## src/rtl/pc_branch_unit.sv

```systemverilog
module pc_branch_unit #(
  parameter int ADDR_W = 12,
  parameter int DATA_W = 16,
  parameter int OFF_W  = 9
) (
  input  logic              clk,
  input  logic              rst_n,
  input  logic              fetch_en,
  input  logic              res_valid,
  input  logic [3:0]        res_op,
  input  logic [ADDR_W-1:0] res_field,
  input  logic [ADDR_W-1:0] res_pc,
  input  logic [DATA_W-1:0] res_reg,
  output logic [ADDR_W-1:0] fetch_addr,
  output logic              link_we,
  output logic [DATA_W-1:0] link_data
);

  localparam logic [3:0] OP_JMP  = 4'b1000;
  localparam logic [3:0] OP_BZ   = 4'b1001;
  localparam logic [3:0] OP_BNZ  = 4'b1010;
  localparam logic [3:0] OP_JAL  = 4'b1100;
  localparam logic [3:0] OP_REG  = 4'b1111;

  logic [ADDR_W-1:0] pc_q, pc_d, seq_pc, rel_pc, offset;
  logic              reg_zero, redirect;

  assign seq_pc   = res_pc + ADDR_W'(1);
  assign offset   = {{(ADDR_W-OFF_W){res_field[OFF_W-1]}}, res_field[OFF_W-1:0]};
  assign rel_pc   = res_pc + offset;
  assign reg_zero = (res_reg == '0);

  always_comb begin
    redirect = 1'b1;
    pc_d     = fetch_en ? pc_q + ADDR_W'(1) : pc_q;
    unique case (res_op)
      OP_JMP, OP_JAL: pc_d = res_field;
      OP_BZ:          pc_d = reg_zero ? rel_pc : seq_pc;
      OP_BNZ:         pc_d = reg_zero ? seq_pc : rel_pc;
      OP_REG:         if (res_field[3:0] == 4'b0000) pc_d = res_reg[ADDR_W-1:0];
                      else redirect = 1'b0;
      default:        redirect = 1'b0;
    endcase
    if (!res_valid || !redirect)
      pc_d = fetch_en ? pc_q + ADDR_W'(1) : pc_q;
  end

  always_ff @(posedge clk) begin
    if (!rst_n) pc_q <= '0;
    else        pc_q <= pc_d;
  end

  assign fetch_addr = pc_q;
  assign link_we    = res_valid && (res_op == OP_JAL);
  assign link_data  = {{(DATA_W-ADDR_W){1'b0}}, seq_pc};

  AST_HOLD: assert property (@(posedge clk) disable iff (!rst_n)
    (!res_valid && !fetch_en) |=> $stable(fetch_addr));

  AST_STEP: assert property (@(posedge clk) disable iff (!rst_n)
    (!res_valid && fetch_en) |=> fetch_addr == $past(fetch_addr) + ADDR_W'(1));

  AST_ABS_TARGET: assert property (@(posedge clk) disable iff (!rst_n)
    (res_valid && (res_op == OP_JMP || res_op == OP_JAL)) |=> fetch_addr == $past(res_field));

  AST_REG_TARGET: assert property (@(posedge clk) disable iff (!rst_n)
    (res_valid && res_op == OP_REG && res_field[3:0] == 4'b0000)
      |=> fetch_addr == $past(res_reg[ADDR_W-1:0]));

  AST_NO_REDIRECT: assert property (@(posedge clk) disable iff (!rst_n)
    (res_valid && res_op[3] == 1'b0 && !fetch_en) |=> $stable(fetch_addr));

endmodule

```

## config.mk

```make
export PLATFORM = sky130hd
export DESIGN_NAME = pc_branch_unit
export DESIGN_NICKNAME = d
export VERILOG_FILES = /design/src/rtl/pc_branch_unit.sv
export SDC_FILE = /design/constraint.sdc
export NUM_CORES = 1
export LEC_CHECK = 0
export BUFFER_PORTS_ARGS = -buffer_cell sky130_fd_sc_hd__buf_4
export CORE_UTILIZATION = 42
export CTS_CLUSTER_DIAMETER = 30
export DETAILED_ROUTE_END_ITERATION = 8
export PLACE_DENSITY = 0.85
export SYNTH_ARGS = -nofsm -noshare
export SYNTH_HDL_FRONTEND = slang
export SYNTH_SLANG_ARGS = --single-unit
```

## constraint.sdc

```tcl
create_clock -name clk -period 2.6 [get_ports clk]
set_input_delay 0.52 -clock clk [delete_from_list [all_inputs] [get_ports clk]]
set_output_delay 0.52 -clock clk [all_outputs]
set_load 0.02 [all_outputs]
```

==> results.ini <==
[clock_tree]
cts_setup_buffers=0
cts-root-buf=clkbuf_8
cts_sinks=12
cts_max_path_buffers=2
worstSkewPairLatency_ps=250
clk_pin_slew_ps=60
cts_tree=yes
cts_buffers=3
htreeDepth=1

[setup_path]
r2r_slack_ps=800
path_class=in -> out
crit_fanout=4
worst-r2r-cell-count=7
cp-start-kind=input pin
critPathCaptureType=output port
arrival_ps=2000
cp.required_ps=2080

[timing]
rsz0062_at_grt=false
fin_crit_sh_pct=96.91
timing.fmax_ghz=0.3969
setup_violations=0
setup_slack_ps=80.26
skew_ps=7.099
hold_viol=0
slew_headroom_pct=64.40
min_period_ps=2520
maxSlewViolCount=0
tightest_slew_ps=532.8

[synth]
ys_top_cells_by_count=29 x nand2_1, 16 x xnor2_1, 13 x a21oi_1, 13 x ha_1, 13 x xor2_1
yosysSeqAreaShare_pct=13.68
synth_area_um2=1755
synth-seq-cells=12
muxShareOfSynthArea_pct=2.495
post_synth.cell_area_avg_um2=7.632
synth.top_cell.area_share_pct=13.68
synthDistinctLibCells=48
synthAdderAreaFrac_pct=10.41
synth_flop_cell=dfxtp_1
netlist_instances=230
yosys.area_share.simple_pct=25.02
synth-xor-area-share_pct=14.47
async_flop_share_pct=0
yosysWarnings=0
synth_top_family_by_area=compound AO/OA/AOI/OAI gates
synth-edff-count=0
yosysTopAreaCell=dfxtp_1
ys_top_cells_by_area=dfxtp_1 14%, ha_1 9.3%, xnor2_1 8.0%, xor2_1 6.5%, nand2_1 6.2%
synth-compound-area-share_pct=29.15
synth_most_common_cell=nand2_1

[floorplan]
core-area_um2=4000
rows=23
ios=77
die_w_um=66.65
start_util_pct=43.88
die_h_um=66.65
dieArea_um2=4442

[cells_and_area]
largest_reg_flops=12
fin_nets=379
instances_no_fill=366
syn2layout_area_growth_pct=42.20
diodes=0
layout-drive-gt1-share_pct=31.96
final_core_util_pct=62.40
stdcell_area_um2=2496

[power_and_ir_drop]
swShare_pct=36.14
net-switching-power_uw=295.6
p_int_uw=522.3
powerDensity_nw_per_um2=327.7
finalPower_uw=818.0
power_frac_seq_pct=25.9
power_frac_comb_pct=49.1
clkPwrFrac_pct=24.9
p_leak_uw=0.001151
ir_worst_vdd_mv=0.1343

[drt]
drt_iter0_markers=91
via_count=2162
firstDrtPassIters=5
routed_wirelength_mm=5.640
drtAntennaViolNets=0
wl_per_cell_um=15.41
drc=0
avgViaCountPerCell=5.907

[place]
finalWeightedCongestion=0.9664
dp_slack_ps=-175.5
io_buffers=72
dpl.cell_count=362
dpl.hpwl_mm=4.822
placed_area_um2=2436

[global_route]
grt_pass1_vias=1945
antenna_found_initial=0
gr-usage-all-layers_pct=25.06
grt_max_degree=12
grt-ovfl-total=0
grt_pass1_wl_mm=8.542

[min_path]
hold_class=in -> reg
worstHoldPathCells=2

[run_status]
outcome=completed

[job]
maxCapViolations=0

placed cells by master, fill, tap and decap left out, types with 5 or more instances in the layout:
| cell | instances |
|---|---|
| nor2_1 | 10 |
| inv_1 | 5 |
| xnor2_1 | 16 |
| nand4_1 | 7 |
| nor3_1 | 8 |
| xor2_1 | 13 |
| and3_1 | 6 |
| a211oi_1 | 6 |
| dfxtp_1 | 12 |
| a21oi_1 | 13 |
| buf_4 | 89 |
| a221oi_1 | 7 |
| o21ai_0 | 9 |
| ha_1 | 13 |
| nor4_1 | 7 |
| nand2_1 | 29 |
| a221o_1 | 8 |
| nand3_1 | 8 |
worst paths after layout:
path	start	end
worst max register to register	fetch_addr[0]$_SDFF_PN0_	fetch_addr[10]$_SDFF_PN0_
worst max-delay path	res_pc[0]	link_data[11]
worst min register to register	fetch_addr[5]$_SDFF_PN0_	fetch_addr[5]$_SDFF_PN0_
worst min-delay path	rst_n	fetch_addr[9]$_SDFF_PN0_
layer usage:
metal / share of wire (%) / up-vias / global-route usage [%]
met5: 0 / - / 0
met4: 1.0 / 0 / 6.649
met3: 8.4 / 8 / 3.938
met2: 49 / 111 / 43.56
met1: 42 / 988 / 31.63
li1: - / 1055 / -
logic make-up (layout without fill, tap and decap cells):
logic type	count (synthesis)	after routing
AO/OA/AOI/OAI	69	69
other	1	4
flip-flops	12	12
buffers and inverters	15	98
multiplexers	4	4
XOR/XNOR	29	29
adder cells (fa/ha/maj)	14	14
AND/OR/NAND/NOR	86	86
what timing repair did:
item / in CTS / in global routing
endpoints found under the setup margin: 0 / 2
hold buffers: 0 / 0
resized for setup: 0 / 1
power by group through the flow:
| stage | clock network [uW] | registers, uW | logic (uW) |
|---|---|---|---|
| after global placement | 0 | 215 | 388 |
| after floorplan | 0 | 230 | 204 |
| final | 204 | 212 | 402 |
| after detailed placement | 0 | 216 | 394 |
| after CTS | 204 | 212 | 396 |
| after global routing | 214 | 214 | 436 |
worst max-delay path, stage by stage:
cell,delay [ps]
buf_4,90
buf_4,120
nand3_1,90
or2_2,320
nor4_1,450
xor2_1,240
buf_4,170
final cells by class:
| cell class | instances | area [um^2] |
|---|---|---|
| fillers | 366 | 1504 |
| inverters | 5 | 18.77 |
| well taps | 50 | 62.56 |
| clock buffers | 4 | 55.05 |
| repair buffers | 89 | 668.1 |
| multi-input cells | 206 | 1451 |
| flip-flops and latches | 12 | 240.2 |
metrics by stage:
step / hold slack (ps) / setup TNS (ps)
floorplan: 658.3 / 0
global placement: 624.4 / -73.03
detailed placement: 627.8 / -175.5
CTS: 571.1 / 0
global route: 583.7 / 0
finish: 571.1 / 0
Note: power is estimated with default switching activity, not from simulation.
